$ cat src/rtl/shift_rx_pkg.sv
package shift_rx_pkg;

  typedef enum logic [1:0] {
    ST_IDLE = 2'd0,
    ST_LOW  = 2'd1,
    ST_HIGH = 2'd2
  } rxState_e;

  typedef struct packed {
    logic sample;    // shift sdata into the shift register this edge
    logic commit;    // word finished: move it to the holding register
    logic clrErr;    // continuous enable has just fallen
    logic nineMode;  // word width select for the commit
  } rxStrobe_t;

endpackage

$ cat src/rtl/shift_rx_ctrl.sv
module shift_rx_ctrl
  import shift_rx_pkg::*;
#(
  parameter int DIV_W  = 8,
  parameter int DATA_W = 8
) (
  input  logic             clk,
  input  logic             rstN,
  input  logic             masterOk,
  input  logic             contEn,
  input  logic             singleSet,
  input  logic             nineBit,
  input  logic [DIV_W-1:0] baudDiv,
  input  logic             bufOvr,
  output logic             singleEn,
  output logic             sclk,
  output rxStrobe_t        strobe
);

  localparam int SH_W  = DATA_W + 1;
  localparam int IDX_W = $clog2(SH_W);
  localparam logic [IDX_W-1:0] LAST_WIDE   = IDX_W'(SH_W - 1);
  localparam logic [IDX_W-1:0] LAST_NARROW = IDX_W'(DATA_W - 1);

  rxState_e         stateQ;
  logic [DIV_W-1:0] cntQ;
  logic [IDX_W-1:0] bitQ;
  logic             singleQ;
  logic             contPrevQ;

  logic go;
  logic cntZero;
  logic lastBit;
  logic startWord;
  logic nextBit;
  logic wordEnd;

  // Continuous enable or an armed single receive; overrun stalls everything.
  assign go        = masterOk && (contEn || singleQ) && !bufOvr;
  assign cntZero   = (cntQ == '0);
  assign lastBit   = (bitQ == (nineBit ? LAST_WIDE : LAST_NARROW));
  assign startWord = (stateQ == ST_IDLE) && go;
  assign nextBit   = (stateQ == ST_HIGH) && go && cntZero && !lastBit;
  assign wordEnd   = (stateQ == ST_HIGH) && go && cntZero && lastBit;

  assign strobe.sample   = startWord || nextBit;
  assign strobe.commit   = wordEnd;
  assign strobe.clrErr   = contPrevQ && !contEn;
  assign strobe.nineMode = nineBit;

  assign sclk     = (stateQ != ST_LOW);
  assign singleEn = singleQ;

  always_ff @(posedge clk or negedge rstN) begin
    if (!rstN) begin
      stateQ <= ST_IDLE;
      cntQ   <= '0;
      bitQ   <= '0;
    end else begin
      unique case (stateQ)
        ST_IDLE: begin
          if (go) begin
            stateQ <= ST_LOW;
            cntQ   <= baudDiv;
            bitQ   <= '0;
          end
        end
        ST_LOW: begin
          if (!go) begin
            stateQ <= ST_IDLE;
          end else if (cntZero) begin
            stateQ <= ST_HIGH;
            cntQ   <= baudDiv;
          end else begin
            cntQ <= cntQ - 1'b1;
          end
        end
        ST_HIGH: begin
          if (!go) begin
            stateQ <= ST_IDLE;
          end else if (cntZero) begin
            if (lastBit) begin
              stateQ <= ST_IDLE;
            end else begin
              stateQ <= ST_LOW;
              cntQ   <= baudDiv;
              bitQ   <= bitQ + 1'b1;
            end
          end else begin
            cntQ <= cntQ - 1'b1;
          end
        end
        default: stateQ <= ST_IDLE;
      endcase
    end
  end

  always_ff @(posedge clk or negedge rstN) begin
    if (!rstN) begin
      singleQ   <= 1'b0;
      contPrevQ <= 1'b0;
    end else begin
      contPrevQ <= contEn;
      if (!masterOk)      singleQ <= 1'b0;
      else if (singleSet) singleQ <= 1'b1;
      else if (wordEnd)   singleQ <= 1'b0;
    end
  end

  AST_FALL_NEEDS_GO: assert property (@(posedge clk) disable iff (!rstN)
    $fell(sclk) |-> $past(go));

  AST_LOW_HALF_HOLDS: assert property (@(posedge clk) disable iff (!rstN)
    (stateQ == ST_LOW && !cntZero && go) |=> !sclk);

  AST_SINGLE_SELF_CLEAR: assert property (@(posedge clk) disable iff (!rstN)
    (wordEnd && !singleSet) |=> !singleEn);

  AST_ABORT_IDLES: assert property (@(posedge clk) disable iff (!rstN)
    (stateQ != ST_IDLE && !go) |=> sclk);

endmodule

$ cat src/rtl/shift_rx_dp.sv
module shift_rx_dp
  import shift_rx_pkg::*;
#(
  parameter int DATA_W = 8
) (
  input  logic              clk,
  input  logic              rstN,
  input  logic              sdata,
  input  logic              rdStrobe,
  input  rxStrobe_t         strobe,
  output logic [DATA_W-1:0] rxData,
  output logic              rxBit9,
  output logic              rxDone,
  output logic              overrun
);

  localparam int SH_W = DATA_W + 1;

  logic [SH_W-1:0]   shQ;
  logic [DATA_W-1:0] dataQ;
  logic              bit9Q;
  logic              doneQ;
  logic              ovrQ;
  logic              accept;

  // The holding register is free if unread data is being read this cycle.
  assign accept = !doneQ || rdStrobe;

  always_ff @(posedge clk or negedge rstN) begin
    if (!rstN) begin
      shQ <= '0;
    end else if (strobe.sample) begin
      shQ <= {sdata, shQ[SH_W-1:1]};
    end
  end

  always_ff @(posedge clk or negedge rstN) begin
    if (!rstN) begin
      dataQ <= '0;
      bit9Q <= 1'b0;
      doneQ <= 1'b0;
    end else if (strobe.commit && accept) begin
      dataQ <= strobe.nineMode ? shQ[DATA_W-1:0] : shQ[SH_W-1:1];
      bit9Q <= strobe.nineMode & shQ[SH_W-1];
      doneQ <= 1'b1;
    end else if (rdStrobe) begin
      doneQ <= 1'b0;
    end
  end

  always_ff @(posedge clk or negedge rstN) begin
    if (!rstN) begin
      ovrQ <= 1'b0;
    end else if (strobe.commit && !accept) begin
      ovrQ <= 1'b1;
    end else if (strobe.clrErr) begin
      ovrQ <= 1'b0;
    end
  end

  assign rxData  = dataQ;
  assign rxBit9  = bit9Q;
  assign rxDone  = doneQ;
  assign overrun = ovrQ;

  AST_READ_CLEARS: assert property (@(posedge clk) disable iff (!rstN)
    (rdStrobe && !strobe.commit) |=> !rxDone);

  AST_OVR_KEEPS_DATA: assert property (@(posedge clk) disable iff (!rstN)
    (strobe.commit && doneQ && !rdStrobe) |=> (overrun && $stable(rxData)));

  AST_NO_SAMPLE_IN_OVR: assert property (@(posedge clk) disable iff (!rstN)
    overrun |-> !strobe.sample);

  AST_NARROW_NINTH_ZERO: assert property (@(posedge clk) disable iff (!rstN)
    (strobe.commit && accept && !strobe.nineMode) |=> !rxBit9);

endmodule

$ cat src/rtl/shift_rx_master.sv
module shift_rx_master
  import shift_rx_pkg::*;
#(
  parameter int DIV_W  = 8,
  parameter int DATA_W = 8
) (
  input  logic              clk,
  input  logic              rstN,
  input  logic              portEn,
  input  logic              syncMode,
  input  logic              clkMaster,
  input  logic              contEn,
  input  logic              singleSet,
  input  logic              nineBit,
  input  logic [DIV_W-1:0]  baudDiv,
  input  logic              irqEn,
  input  logic              rdStrobe,
  input  logic              sdata,
  output logic              sclk,
  output logic              singleEn,
  output logic [DATA_W-1:0] rxData,
  output logic              rxBit9,
  output logic              rxDone,
  output logic              irq,
  output logic              overrun
);

  rxStrobe_t strobe;
  logic      masterOk;

  assign masterOk = portEn && syncMode && clkMaster;

  shift_rx_ctrl #(.DIV_W(DIV_W), .DATA_W(DATA_W)) u_ctrl (
    .clk       (clk),
    .rstN      (rstN),
    .masterOk  (masterOk),
    .contEn    (contEn),
    .singleSet (singleSet),
    .nineBit   (nineBit),
    .baudDiv   (baudDiv),
    .bufOvr    (overrun),
    .singleEn  (singleEn),
    .sclk      (sclk),
    .strobe    (strobe)
  );

  shift_rx_dp #(.DATA_W(DATA_W)) u_dp (
    .clk      (clk),
    .rstN     (rstN),
    .sdata    (sdata),
    .rdStrobe (rdStrobe),
    .strobe   (strobe),
    .rxData   (rxData),
    .rxBit9   (rxBit9),
    .rxDone   (rxDone),
    .overrun  (overrun)
  );

  assign irq = rxDone && irqEn;

  AST_IRQ_MASKED: assert property (@(posedge clk) disable iff (!rstN)
    irq |-> (rxDone && irqEn));

endmodule

$ cat config.mk
export PLATFORM = sky130hd
export DESIGN_NAME = shift_rx_master
export DESIGN_NICKNAME = d
export VERILOG_FILES = /design/src/rtl/shift_rx_pkg.sv /design/src/rtl/shift_rx_ctrl.sv /design/src/rtl/shift_rx_dp.sv /design/src/rtl/shift_rx_master.sv
export SDC_FILE = /design/constraint.sdc
export NUM_CORES = 1
export LEC_CHECK = 0
export BUFFER_PORTS_ARGS = -buffer_cell sky130_fd_sc_hd__buf_2
export CAP_MARGIN = 20
export CORE_ASPECT_RATIO = 1.75
export CORE_MARGIN = 3
export CORE_UTILIZATION = 40
export DETAILED_ROUTE_END_ITERATION = 10
export PLACE_DENSITY_LB_ADDON = 0.3
export SKIP_LAST_GASP = 1
export SYNTH_ARGS = -nofsm -noshare
export SYNTH_HDL_FRONTEND = slang
export SYNTH_SLANG_ARGS = --single-unit
$ cat constraint.sdc
create_clock -name clk -period 2 [get_ports clk]
set_clock_uncertainty 0.05 [all_clocks]
set_input_delay 0.2 -clock clk [delete_from_list [all_inputs] [get_ports clk]]
set_output_delay 0.2 -clock clk [all_outputs]
set_load 0.01 [all_outputs]
==> out/results.tsv <==
metric	value	unit
outcome	finished, violations left	
failing checks	negative setup slack	
Data required, critical path	2.08	ns
Async SR Flop Fraction	100	%
# diodes	0	
die area	6420	um^2
port buffer count	32	
GP Congestion	0.825	
Synth-to-Final Area Change	31.8	%
RSZ-0062 raised after global routing	yes	
Clock transition at path regs	0.08	ns
most common cell after layout, fill and taps aside	dfrtp_1	
Sw Ratio	38.4	%
DRT iter0 DRCs	46	
total internal power	1.87	mW
max-slew violation count	0	
Post-synth top flop	dfrtp_1	
max cap viols	0	
CTS tree	done	
Avg WL per Cell	16.0	um
initial antenna violation count	0	
largest fanout on the critical path	8	
sequential cell area fraction in the yosys report	41.2	%
total power	3.04	mW
Residual DRC	0	
Crit. End Element	register	
most common cell type on the critical path	buf_4	
clk root buf	clkbuf_8	
Mapped Area	2190	um^2
Skew-Pair Late Insertion Delay	0.29	ns
GRT overflow	0	
CP Launch Type	register	
setup tns final	-0.0141	ns
die height	104	um
Hold Worst Slack	0.0931	ns
number of vias per cell	5.28	
Syn Nets	217	
P_leak	1.33	nW
Die Span X	61.9	um
IO Count	33	
post-synthesis instance total	191	
Post-Route WL	5.34	mm
minimum clock period	2.01	ns
Initial Util	41.3	%
critical path arrival	2.09	ns
combinational share of power	46.2	%
share of layout cells above drive strength 1	48.6	%
register bit total from synthesis	36	
Max clock buf depth	2	
FP Rows	35	
global-route wire length before repair	8.26	mm
Rel. slew slack	66.0	%
fin worst setup slack	-0.00632	ns
Reg power frac	36.6	%
type of the worst setup path	reg2reg	
Cell Chain, Critical Path	nor4_2 -> buf_4 -> nand2_4 -> buf_4 -> o311ai_0 -> o221ai_1	
Final Cycle Share	100	%
core box area	5300	um^2
vias in the first global route	1791	
most frequent cells in the layout	dfrtp_1, buf_2, buf_4, mux2_4, inv_1	
total track usage	16.8	%
pin count of the biggest net entering global routing	37	
endpoints failing setup	4	
Post-Syn Area per Cell	11.4	um^2
pwr dens	1050	nW/um^2
CP top delay family	compound AO/OA/AOI/OAI gates	
H-tree Lvls	2	
P_sw	1.16	mW
Post-DRT Antenna Nets	0	
Largest stage delay, worst path	0.46	ns
Post-synth EDFFs	0	
worst hold-check path type	in2reg	
Detail Placement HPWL	3.64	mm
slowest cell on the critical path	dfrtp_2	
Synth cell types	58	
nets	284	
Num CTS Buffers	5	
pre-CTS setup slack	0.0301	ns
worst-margin pin slew	0.504	ns
Final Hold Viols	0	
Max Clk Rate	498	MHz
clock share of power	17.2	%
worst path bufs/invs	2	
drt first pass iters	4	
worst vdd ir	0.638	mV
vias post-DR	1758	
synth warn	0	
Num Clock Sinks	36	
cell type report:
class,count,area (um^2)
sequential,36,903
clock buffer,5,68.8
tap,74,92.6
inverter,14,52.6
multi-input combinational,133,1230
clock inverter,3,18.8
fill,488,2420
timing repair buffer,68,514
cell usage after synthesis (2+ instances only):
| cell | count | share of area [%] |
|---|---|---|
| nand4_1 | 2 | 0.57 |
| mux2_2 | 10 | 5.2 |
| inv_1 | 14 | 2.4 |
| a22oi_1 | 2 | 0.69 |
| mux2_4 | 15 | 10 |
| ha_1 | 7 | 4.0 |
| and2_1 | 3 | 0.86 |
| a221oi_1 | 2 | 0.80 |
| nand2b_1 | 5 | 1.4 |
| nor3_1 | 3 | 0.69 |
| or4_1 | 2 | 0.69 |
| nand3_1 | 6 | 1.4 |
| a21oi_1 | 5 | 1.1 |
| o21ai_0 | 10 | 2.3 |
| o22ai_1 | 4 | 1.1 |
| dfrtp_1 | 36 | 41 |
| nand2_1 | 5 | 0.86 |
| nor4_1 | 2 | 0.57 |
| o221ai_1 | 3 | 1.2 |
| buf_6 | 3 | 1.5 |
| clkbuf_1 | 2 | 0.34 |
| buf_2 | 2 | 0.46 |
| nor2_1 | 5 | 0.86 |
| mux2i_1 | 5 | 2.3 |
| a211oi_1 | 3 | 1.0 |
| a2bb2oi_1 | 3 | 1.2 |
registers in the layout, summed over array words and instances, names as in the netlist:
signal and count:
u_dp.overrun 1, u_dp.rxDone 1, u_dp.rxData 8, u_dp.shQ 9, u_ctrl.bitQ 4, u_ctrl.cntQ 8, u_ctrl.singleEn 1, u_dp.rxBit9 1
u_ctrl.stateQ 2, u_ctrl.contPrevQ 1
final timing paths:
kind                                 from        endpoint  slack (ns)  cells past startpoint
max                        u_ctrl.cntQ[2]  u_ctrl.bitQ[2]      -0.006                      6
min                                 sdata     u_dp.shQ[8]        0.09                      2
max reg2reg                u_ctrl.cntQ[2]  u_ctrl.bitQ[2]      -0.006                      6
min reg2reg                u_dp.rxData[3]  u_dp.rxData[3]        0.46                      1
max in group asynchronous            rstN  u_ctrl.cntQ[4]        1.12                      3
min in group asynchronous            rstN  u_ctrl.cntQ[0]        0.43                      3
kinds of logic after synthesis:
group / after synthesis / synth area share (%)
simple gates: 49 / 14.9
compound gates: 47 / 17.0
flops: 36 / 41.2
mux: 30 / 17.7
buf+inv: 22 / 5.09
fa+ha+maj: 7 / 4.01
per-stage QoR:
stage,area [um^2],utilization (%),std cells
finish,2880,54.4,333
global route,2880,54.4,333
CTS,2670,50.3,318
detailed placement,2560,48.3,308
global placement,2560,48.3,308
floorplan,2190,-,191
routing by layer:
metal  part of all wire [%]  track usage, %  vias to the layer above  routed length [um]
li1                       -               -                      848                   -
met1                     36            17.9                      872                1920
met2                     60            29.7                       29                3190
met3                    2.3            3.49                        9                 122
met4                    2.1            7.74                        0                 110
met5                      0               0                        -                   0
timing repair:
item / in CTS / in global routing
resized for setup: 0 / 18
setup buffers: 0 / 14
hold endpoints to repair: 37 / 0
endpoints found under the setup margin: 0 / 18
hold buffers: 2 / 0
power groups by stage:
stage                     Clock, mW  Sequential (mW)  Combinational (mW)
after floorplan                   0             1.06               0.803
final                         0.522             1.11                1.40
after detailed placement          0             1.10                1.18
after global placement            0             1.10                1.17
after CTS                     0.545             1.09                1.19
after global routing          0.581             1.14                1.53
(Power assumes the default switching activity.)
